===== config.mk =====
export PLATFORM = sky130hd
export DESIGN_NAME = lt_timer
export DESIGN_NICKNAME = d
export VERILOG_FILES = /design/src/rtl/lt_pkg.sv /design/src/rtl/lt_regfile.sv /design/src/rtl/lt_prescaler.sv /design/src/rtl/lt_countdown.sv /design/src/rtl/lt_timer.sv
export SDC_FILE = /design/constraint.sdc
export NUM_CORES = 1
export LEC_CHECK = 0
export ABC_CLOCK_PERIOD_IN_PS = 3000
export BUFFER_PORTS_ARGS = -buffer_cell sky130_fd_sc_hd__buf_4
export CORE_ASPECT_RATIO = 1.25
export CORE_UTILIZATION = 40
export DETAILED_ROUTE_END_ITERATION = 10
export PLACE_DENSITY = 0.65
export SYNTH_ARGS = -nofsm -noshare
export SYNTH_HDL_FRONTEND = slang
export SYNTH_SLANG_ARGS = --single-unit

===== constraint.sdc =====
create_clock -name clk -period 3 [get_ports clk]
set_input_delay 0.3 -clock clk [delete_from_list [all_inputs] [get_ports clk]]
set_output_delay 0.3 -clock clk [all_outputs]
set_load 0.005 [all_outputs]

===== src/rtl/lt_pkg.sv =====
package lt_pkg;
    localparam int unsigned DATA_W  = 32;
    localparam int unsigned VEC_W   = 8;
    localparam int unsigned SHIFT_W = 3;

    localparam logic [1:0] SEL_ENTRY = 2'd0;
    localparam logic [1:0] SEL_DIV   = 2'd1;
    localparam logic [1:0] SEL_START = 2'd2;
    localparam logic [1:0] SEL_LEFT  = 2'd3;

    localparam int unsigned ENTRY_MASK_BIT = 16;
    localparam int unsigned ENTRY_PER_BIT  = 17;

    typedef struct packed {
        logic             periodic;
        logic             masked;
        logic [VEC_W-1:0] vector;
    } entry_t;

    // code 7 means no division; codes 0..6 mean 2^(code+1)
    function automatic logic [SHIFT_W-1:0] code_to_shift(input logic [2:0] code);
        return (code == 3'b111) ? '0 : SHIFT_W'(code + 3'd1);
    endfunction
endpackage


===== src/rtl/lt_regfile.sv =====
module lt_regfile
    import lt_pkg::*;
#(
    parameter int unsigned CNT_W = 32
) (
    input  logic                clk,
    input  logic                rst_n,
    input  logic                wr_en,
    input  logic [1:0]          wr_sel,
    input  logic [DATA_W-1:0]   wr_data,
    output entry_t              entry,
    output logic [2:0]          div_code,
    output logic [SHIFT_W-1:0]  shift,
    output logic [CNT_W-1:0]    start_val,
    output logic                load
);
    typedef struct packed {
        entry_t             entry;
        logic [2:0]         div_code;
        logic [SHIFT_W-1:0] shift;
        logic [CNT_W-1:0]   start_val;
    } regs_t;

    regs_t st_d, st_q;
    logic [2:0] new_code;

    always_comb begin
        st_d     = st_q;
        new_code = {wr_data[3], wr_data[1], wr_data[0]};
        if (wr_en) begin
            case (wr_sel)
                SEL_ENTRY: begin
                    st_d.entry.vector   = wr_data[VEC_W-1:0];
                    st_d.entry.masked   = wr_data[ENTRY_MASK_BIT];
                    st_d.entry.periodic = wr_data[ENTRY_PER_BIT];
                end
                SEL_DIV: begin
                    st_d.div_code = new_code;
                    st_d.shift    = code_to_shift(new_code);
                end
                SEL_START: st_d.start_val = wr_data[CNT_W-1:0];
                default: ;
            endcase
        end
    end

    always_ff @(posedge clk) begin
        if (!rst_n) begin
            st_q                <= '0;
            st_q.entry.masked   <= 1'b1;
        end else begin
            st_q <= st_d;
        end
    end

    assign entry     = st_q.entry;
    assign div_code  = st_q.div_code;
    assign shift     = st_q.shift;
    assign start_val = st_q.start_val;
    assign load      = wr_en && (wr_sel == SEL_START);
endmodule


===== src/rtl/lt_prescaler.sv =====
module lt_prescaler
    import lt_pkg::*;
#(
    localparam int unsigned PRE_W = (1 << SHIFT_W) - 1
) (
    input  logic               clk,
    input  logic               rst_n,
    input  logic               restart,
    input  logic               run,
    input  logic [SHIFT_W-1:0] shift,
    output logic               tick
);
    typedef struct packed {
        logic [PRE_W-1:0] cnt;
    } pre_t;

    pre_t st_d, st_q;
    logic [PRE_W-1:0] limit;

    always_comb begin
        limit    = (PRE_W'(1) << shift) - PRE_W'(1);
        st_d     = st_q;
        tick     = 1'b0;
        if (restart) begin
            st_d.cnt = '0;
        end else if (run) begin
            if (st_q.cnt >= limit) begin
                st_d.cnt = '0;
                tick     = 1'b1;
            end else begin
                st_d.cnt = st_q.cnt + PRE_W'(1);
            end
        end
    end

    always_ff @(posedge clk) begin
        if (!rst_n) st_q <= '0;
        else        st_q <= st_d;
    end
endmodule


===== src/rtl/lt_countdown.sv =====
module lt_countdown
    import lt_pkg::*;
#(
    parameter int unsigned CNT_W = 32
) (
    input  logic             clk,
    input  logic             rst_n,
    input  logic             load,
    input  logic [CNT_W-1:0] load_val,
    input  logic [CNT_W-1:0] reload_val,
    input  logic             tick,
    input  entry_t           entry,
    output logic             active,
    output logic [CNT_W-1:0] remaining,
    output logic             pulse,
    output logic [VEC_W-1:0] pulse_vec
);
    typedef struct packed {
        logic             active;
        logic [CNT_W-1:0] cnt;
        logic             pulse;
        logic [VEC_W-1:0] vec;
    } cd_t;

    cd_t st_d, st_q;

    always_comb begin
        st_d       = st_q;
        st_d.pulse = 1'b0;
        st_d.vec   = '0;
        if (load) begin
            st_d.cnt    = load_val;
            st_d.active = (load_val != '0);
        end else if (st_q.active && tick) begin
            if (st_q.cnt == '0) begin
                st_d.pulse = !entry.masked;
                st_d.vec   = entry.masked ? '0 : entry.vector;
                if (entry.periodic) begin
                    st_d.cnt = reload_val;
                end else begin
                    st_d.active = 1'b0;
                end
            end else begin
                st_d.cnt = st_q.cnt - CNT_W'(1);
            end
        end
    end

    always_ff @(posedge clk) begin
        if (!rst_n) st_q <= '0;
        else        st_q <= st_d;
    end

    assign active    = st_q.active;
    assign remaining = st_q.cnt;
    assign pulse     = st_q.pulse;
    assign pulse_vec = st_q.vec;
endmodule


===== src/rtl/lt_timer.sv =====
module lt_timer
    import lt_pkg::*;
#(
    parameter int unsigned CNT_W = 32
) (
    input  logic              clk,
    input  logic              rst_n,
    input  logic              wr_en,
    input  logic [1:0]        wr_sel,
    input  logic [DATA_W-1:0] wr_data,
    input  logic [1:0]        rd_sel,
    output logic [DATA_W-1:0] rd_data,
    output logic              expire_pulse,
    output logic [VEC_W-1:0]  expire_vector
);
    entry_t             entry;
    logic [2:0]         div_code;
    logic [SHIFT_W-1:0] shift;
    logic [CNT_W-1:0]   start_val;
    logic               load;
    logic               run;
    logic               tick;
    logic [CNT_W-1:0]   remaining;

    lt_regfile #(.CNT_W(CNT_W)) i_regs (
        .clk       (clk),
        .rst_n     (rst_n),
        .wr_en     (wr_en),
        .wr_sel    (wr_sel),
        .wr_data   (wr_data),
        .entry     (entry),
        .div_code  (div_code),
        .shift     (shift),
        .start_val (start_val),
        .load      (load)
    );

    lt_prescaler i_pre (
        .clk     (clk),
        .rst_n   (rst_n),
        .restart (load),
        .run     (run),
        .shift   (shift),
        .tick    (tick)
    );

    lt_countdown #(.CNT_W(CNT_W)) i_cd (
        .clk        (clk),
        .rst_n      (rst_n),
        .load       (load),
        .load_val   (wr_data[CNT_W-1:0]),
        .reload_val (start_val),
        .tick       (tick),
        .entry      (entry),
        .active     (run),
        .remaining  (remaining),
        .pulse      (expire_pulse),
        .pulse_vec  (expire_vector)
    );

    always_comb begin
        rd_data = '0;
        case (rd_sel)
            SEL_ENTRY: begin
                rd_data[VEC_W-1:0]     = entry.vector;
                rd_data[ENTRY_MASK_BIT] = entry.masked;
                rd_data[ENTRY_PER_BIT]  = entry.periodic;
            end
            SEL_DIV:   rd_data = DATA_W'({div_code[2], 1'b0, div_code[1:0]});
            SEL_START: rd_data = DATA_W'(start_val);
            default:   rd_data = DATA_W'(remaining);
        endcase
    end
endmodule


==> metrics list, run 1 <==
- Commonest register cell after synthesis: sky130_fd_sc_hd__dfxtp_1
- The count of buffers added on input and output ports is 79.
* Iteration-0 DRC Markers: roughly 350
- At the placement stage, the worst setup path has a slack of 106 ps.
- In the synthesized netlist, mux cells make up about 10% of the area.
- Post-Syn Instances: 670
- After detailed routing, the number of remaining DRC violations is 0.
- STA classifies the critical path startpoint as a flip-flop.
- During synthesis, Yosys emitted a total of 0 warnings.
- For this run, the top clock speed supported by timing is 0.358 GHz.
- Number of setup buffers added after CTS: 0
* Via count: 5302
- Number of optimization iterations in the first detailed-route pass: 5
- Cells fill 50.0% of the core in the end.
* Max-slew violation count: 0
- Walking the worst path, the cells encountered are inv_1, ha_1, nor4b_2, nand3_1, buf_4, o41a_1, and2_1, a32o_1, a31oi_1.
* Max-capacitance violation count: 0
- Maximum clock path buffer count: 2
- In this run, synthesis produced a sequential element count of 97.
* Post-Synthesis Net Count: 721
* Crit path max fanout: 6
- The HPWL after detailed placement is 12.4 mm.
* Status: completed
- Setup repair after global routing missed its margin: no
* Die boundary width: 106 microns
- The net count of the finished layout is 798.
- Setup violations remaining at the end of the flow were counted as 0.
* Data arrival, critical path: 3080 ps
- Post-synthesis sequential area ratio: 35.8%
* Placement Rows: 47
- In this run, synthesis inferred 0 flip-flops with an integrated enable.
- Entering global routing, the biggest net connects 46 pins.
- Post-route ant nets: 0
- Power comes to 3.52 mW.
- Routability-driven placement finished with a final weighted congestion of 0.899.
* Area Overhead vs Synth: 22.0%
- Setup Total Neg Slack: 0 ps
* Clock sink count: between 90 and 100
* Core area: 0.0132 sq mm
- Of the cells placed in the final design, the portion with a size suffix greater than 1 is 20.2%.
- For the worst-skew pair, the clock arrives at the later sink with an insertion delay of 360 ps.
* Compound-Gate Fraction of Synth Area: a little under a fifth
- The worst pin sits at a relative slew slack of 53.3%.
- The total overflow left after global routing is 0.
- Height of the die: 132 microns
* Cell family with most CP delay: simple AND/OR/NAND/NOR gates
- Final worst path period need: 2800 ps
- The routed design has 17.1 mm of wire.
- Post-Synth XOR/XNOR Area: 3.07%
- Final cycle utilization of the critical path: 93.2%
- Adder-cell area share of the yosys netlist: approximately 2.8%
- Post-detailed-placement cell area: 0.00629 sq mm
- Post-route cell area: 0.00662 sq mm
* Root cell of the clock tree: sky130_fd_sc_hd__clkbuf_16
- Synthesis instantiated 63 different standard cells from the library.
- Area of the die: 0.0140 sq mm
* Maximum level of the CTS H-tree: 3
- Power density cells: 531 mW/mm^2
* Fraction of synthesis flops using an asynchronous set or reset pin: 0%
- In this run the static leakage power is 2.65 nW.
* Mapped Avg Cell Area: between 8 and 9 sq um
* Antenna diode count: 0
* Most frequent cells in the layout: sky130_fd_sc_hd__nand2_1, sky130_fd_sc_hd__buf_4, sky130_fd_sc_hd__dfxtp_1
- Path type of the worst min-delay path: input pin to flip-flop
- Hold Fails Final Rpt: 0
- Buf+Inv Stages, Crit Path: 2
- STA classifies the critical path endpoint as a flip-flop.
- Leaving out filler cells and counting taps, the final layout contains 923.
- Actual transition at the worst max-transition pin: between 600 and 700 ps
- After clock tree synthesis, the clock-pin slew on the worst setup and hold paths is 80 ps.
* Post-route setup slack: 204 ps
- IR analysis of the VDD net gives a maximum drop of 0.385 mV.
* Detailed-route vias per instance: 5.74
* Effective utilization at floorplan: 41.0%
- Vias in the first global route: 5197
* Global routing usage summed across all routing layers: between 20% and 30%
* Final routed wire length divided by cell count: 18.5 microns
* Final setup skew: 11.0 ps
- The slowest stage of the critical path belongs to the cell sky130_fd_sc_hd__o41a_1.
- After synthesis, the largest family of logic cells by area is simple AND/OR/NAND/NOR gates.
- The number of placed instances, taps included, is 907.
- Worst hold slack: 178 ps
- Number of buffers added by the clock tree synthesis step: 9
* Initial antenna violation count: 0
- The cell area that synthesis handed to floorplanning was 0.00542 sq mm.
* First-pass GRT wire length: 27.4 mm
- At the worst endpoint, the required time is 3290 ps.
* TritonCTS clock tree: yes
- 80 I/O pins were placed.
* Delay of the slowest cell on the worst path: 440 ps
- Summing the areas of all and, or, nand and nor instances in the mapped netlist gives 26.0% of the synthesized area.
- Worst Path Class, Setup: flip-flop to flip-flop
sequential cells by signal, summed over array words and instances (netlist names):
register and flops:
i_cd.pulse 1, i_regs.div_code 3, i_regs.start_val 32, i_cd.pulse_vec 8, i_regs.entry 10, i_cd.remaining 32
i_regs.shift 3, i_pre.st_q 7, i_cd.active 1
power breakdown:
group / leakage (nW) / switching, mW / total, mW / internal [mW]
Sequential: 0.788 / 0.0769 / 1.42 / 1.34
Combinational: 1.71 / 0.496 / 0.865 / 0.370
Clock: 0.156 / 0.559 / 1.23 / 0.670
tightest hold or removal path, stage by stage:
cell and delay, ps:
sky130_fd_sc_hd__buf_4 90, sky130_fd_sc_hd__mux2i_1 60, sky130_fd_sc_hd__nand2_1 60
per-layer routing:
| layer | track usage, % | up-vias | share of wire, % |
|---|---|---|---|
| li1 | - | 2583 | - |
| met1 | 31.0 | 2509 | 43 |
| met2 | 41.4 | 172 | 48 |
| met3 | 3.61 | 38 | 5.5 |
| met4 | 12.7 | 0 | 3.3 |
| met5 | 0 | - | 0 |
logic make-up after synthesis:
kind of cell               after synthesis
muxes                                   48
buffers and inverters                   53
adders and majority gates               12
and+or+nand+nor                        287
AOI/OAI and AO/OA                      154
xor gates and xnor gates                19
DFF                                     97
worst paths after layout:
| path | start | endpoint | slack (ps) | cells after the start |
|---|---|---|---|---|
| worst max-delay path | i_cd.remaining[0] | i_cd.remaining[6] | 200 | 9 |
| worst min-delay path | wr_data[16] | i_regs.entry[8] | 180 | 3 |
| worst max register to register | i_cd.remaining[0] | i_cd.remaining[6] | 200 | 9 |
| worst min register to register | i_regs.start_val[9] | i_regs.start_val[9] | 470 | 2 |
repair_timing:
action,CTS,global route
gates resized for setup,0,2
setup endpoints to repair,0,10
hold buffers,0,0
synth_stat cells (10+ instances only):
| cell type | instances | area (sq um) |
|---|---|---|
| sky130_fd_sc_hd__clkbuf_1 | 33 | 124 |
| sky130_fd_sc_hd__dfxtp_1 | 97 | 1940 |
| sky130_fd_sc_hd__nor3_1 | 10 | 50.1 |
| sky130_fd_sc_hd__ha_1 | 12 | 150 |
| sky130_fd_sc_hd__inv_1 | 10 | 37.5 |
| sky130_fd_sc_hd__xnor2_1 | 11 | 96.3 |
| sky130_fd_sc_hd__nor2b_1 | 22 | 138 |
| sky130_fd_sc_hd__nor2_1 | 63 | 236 |
| sky130_fd_sc_hd__a31oi_1 | 10 | 62.6 |
| sky130_fd_sc_hd__nand3_1 | 11 | 55.1 |
| sky130_fd_sc_hd__mux2i_1 | 36 | 360 |
| sky130_fd_sc_hd__nor4_1 | 16 | 100 |
| sky130_fd_sc_hd__o21ai_0 | 15 | 75.1 |
| sky130_fd_sc_hd__a21oi_1 | 54 | 270 |
| sky130_fd_sc_hd__nand2_1 | 109 | 409 |
| sky130_fd_sc_hd__or3_1 | 11 | 68.8 |
layout make-up:
| class | count | area [sq um] |
|---|---|---|
| sequential | 97 | 1940 |
| clock inverter | 7 | 92.6 |
| timing repair buffer | 109 | 818 |
| fill | 1307 | 6610 |
| tap | 171 | 214 |
| multi-input combinational | 520 | 3290 |
| clock buffer | 9 | 225 |
| inverter | 10 | 37.5 |
Power figures use the tool's default switching activity.
==> run 2, diff against run 1 <==
- ABC_CLOCK_PERIOD_IN_PS: 3000 -> 2400
- PLACE_DENSITY: 0.65 -> 0.68
- clock period: 3 -> 2.4 ns (I/O delays scaled with it)
==> run 2 against run 1 <==
The flow now finishes with violations (setup timing). Routed wire length grew 7.4%. Fmax grew 11%. Sequential power grew 24%. Global-route usage grew 1.2 points. Design area grew 13%. Clock power grew 18%. Core utilization grew 6.5 points. Clock-buffer cell count is the same. Die area is the same.
==> metrics list, run 2 (synthesized netlist as in run 1, its figures left out) <==
- TritonCTS clock tree: yes
- Relative to the synthesized area, the layout overhead comes to 38.0%.
- Sequential cell area: 0.00195 sq mm (+0.45%)
- Share of final-layout standard cells stronger than drive strength 1: 33.1% (+13 points)
- Actual transition at the worst max-transition pin: 620 ps (-70.8 ps)
- Root cell of the clock tree: sky130_fd_sc_hd__clkbuf_16
- Data arrival, critical path: 2800 ps (-280 ps)
- Die boundary width: 106 microns (unchanged)
* First-pass GRT wire length: 28.4 mm (+3.8%)
- Detailed-route vias per instance: 5.76 (+0.30%)
- The source-to-sink clock delay at the later pin of the worst-skew pair is 350 ps (about the same).
* Placement Rows: 47 (unchanged)
- The worst slew margin relative to its limit came to 58.5% (+5.2 points).
* Status: complete, but fails checks
- The peak ir drop on the vdd network came to 0.314 mV (-19%).
- The number of fillers in the final layout is 1206 (-7.7%).
- Final core utilization: 56.6% (+6.5 points)
- Max-slew violation count: 0 (unchanged)
- The initial antenna violation count came to 0 (unchanged).
* Area of the multi-input gates: 0.00362 sq mm (+10%)
* Maximum clock path buffer count: 2 (unchanged)
- The clock period minus final worst setup slack is 2530 ps (-268 ps).
* Pin count of the biggest net entering global routing: 66 (+43%)
- The power per cell area is 624 mW/mm^2 (+18%).
* Area of the die: 0.0140 sq mm (unchanged)
* Antenna diode count: 0 (unchanged)
- Post-detailed-placement cell area: 0.00672 sq mm (+6.7%)
- Global placer's final weighted congestion: 0.865 (-3.8%)
* Final setup skew: 6.58 ps (-4.42 ps)
* IO Port Bufs: 79 (unchanged)
- Achievable frequency: 0.396 GHz (+11%)
* Hold-fix buffers at CTS: 0 (unchanged)
- Number of buffers added by the clock tree synthesis step: 9 (unchanged)
* Number of optimization iterations in the first detailed-route pass: 5 (unchanged)
- Most common cell after layout, fill and taps aside: sky130_fd_sc_hd__buf_4
- Clk pin slew, worst setup/hold paths: 70 ps (about the same)
* Via count: 5635 (+6.3%)
* Setup repair after global routing missed its margin: yes
* Post-route cell area: 0.00748 sq mm (+13%)
- Startpoint class of the critical path: flip-flop
* Path type of the worst min-delay path: input pin to flip-flop
- Iteration-0 DRC Markers: 470 (+35%)
- Height of the die: 132 microns (unchanged)
* Effective utilization at floorplan: 41.0% (unchanged)
- The post-layout net count came to 853 (+6.9%).
- The static leakage was 3.05 nW (+15%).
- HPWL Detailed: 12.9 mm (+4.0%)
- Setup Total Neg Slack: -930 ps (-930 ps)
- Post-route ant nets: 0 (unchanged)
- Final routed wire length divided by cell count: 18.8 microns (+1.4%)
* Hold Fails Final Rpt: 0 (unchanged)
- The top cell types in the final layout, fill and taps aside, are sky130_fd_sc_hd__buf_4, sky130_fd_sc_hd__nand2_1, sky130_fd_sc_hd__dfxtp_1.
* Post-route setup slack: -128 ps (-332 ps)
- The number of placed I/O pins is 80 (unchanged).
- Worst hold slack: 134 ps (-43.9 ps)
- Crit end category: flip-flop
* Final cell count without fillers: 978 (+6.0%)
- The post-placement cell count is 953 (+5.1%).
- Global routing usage summed across all routing layers: 26.1% (+1.2 points)
- The number of maximum-capacitance violations came to 0 (unchanged).
* Vias in the first global route: 5400 (+3.9%)
- Critical Path RT: 2670 ps (-620 ps)
* Clock sink count: 97 (unchanged)
* Global-route congestion overflow total: 0 (unchanged)
* Total wirelength of the detailed-routed design: 18.4 mm (+7.4%)
- Final cycle utilization of the critical path: 105% (+12 points)
* Maximum level of the CTS H-tree: 3 (unchanged)
- Crit path max fanout: 5 (-1)
- Failing checks: setup timing
* Core area: 0.0132 sq mm (unchanged)
- The worst setup path is of the flip-flop to flip-flop kind.
- Setup-violating endpoint count in the final report: 17 (+17)
- The DRC violation count after routing was 0 (unchanged).
## run 2: cell types whose count changed in the layout (fill, tap and decap cells not counted), sizes merged
cell / change
buf: +53
bufinv: -1
clkbuf: +2
clkinvlp: +1
## run 2: metal layers
layer / up-vias / part of all wire (%) / track usage [%]
met4: 0 / 3.7 / 11.2
met1: 2695 / 41 / 32.2
li1: 2685 / - / -
met3: 49 / 5.7 / 4.45
met2: 206 / 50 / 44.2
met5: - / 0 / 0
## run 2: worst paths after layout
kind                                           start                    to  slack, ps  cells after the start
worst min-delay path                     wr_data[16]       i_regs.entry[8]        130                      3
worst max register to register       i_regs.shift[2]    i_cd.remaining[25]       -130                     10
worst max-delay path                 i_regs.shift[2]    i_cd.remaining[25]       -130                     10
worst min register to register  i_regs.start_val[21]  i_regs.start_val[21]        470                      2
## run 2: per-stage QoR
step                      total power, mW  setup slack, ps
final                                4.67             -128
after global routing                 4.89             -204
after CTS                            4.54             -134
after detailed placement             3.04             -170
after global placement               3.02             -109
after floorplan                      2.51            -79.5
## run 2: layout make-up
type,instances,area share (%)
multi-input cells,520,48.4
flip-flops and latches,97,26.1
well taps,171,2.86
clock inverters,7,0.970
repair buffers,164,18.2
inverters,10,0.502
clock buffers,9,3.01
## run 2: what timing repair did
item                       CTS  global route
pin swaps                   14            27
buffers inserted             1             5
gates resized for setup     39            50
setup endpoints to repair   42            41
gates cloned                 1             2
## run 2: where the power goes
group          switching, mW  total, mW  internal [mW]
combinational          0.775       1.46          0.689
sequential            0.0780       1.76           1.68
clock                  0.714       1.45          0.737
## run 2: critical path, cell delays in order (launching register included)
cell                       delay [ps]
sky130_fd_sc_hd__dfxtp_2          340
sky130_fd_sc_hd__or3_4            410
sky130_fd_sc_hd__ha_4             280
sky130_fd_sc_hd__nand2b_4         120
sky130_fd_sc_hd__a31oi_4           80
sky130_fd_sc_hd__o21a_1           240
sky130_fd_sc_hd__buf_6            150
sky130_fd_sc_hd__nor4_4           370
sky130_fd_sc_hd__buf_4            200
sky130_fd_sc_hd__nand2_2           50
sky130_fd_sc_hd__a41oi_2          210
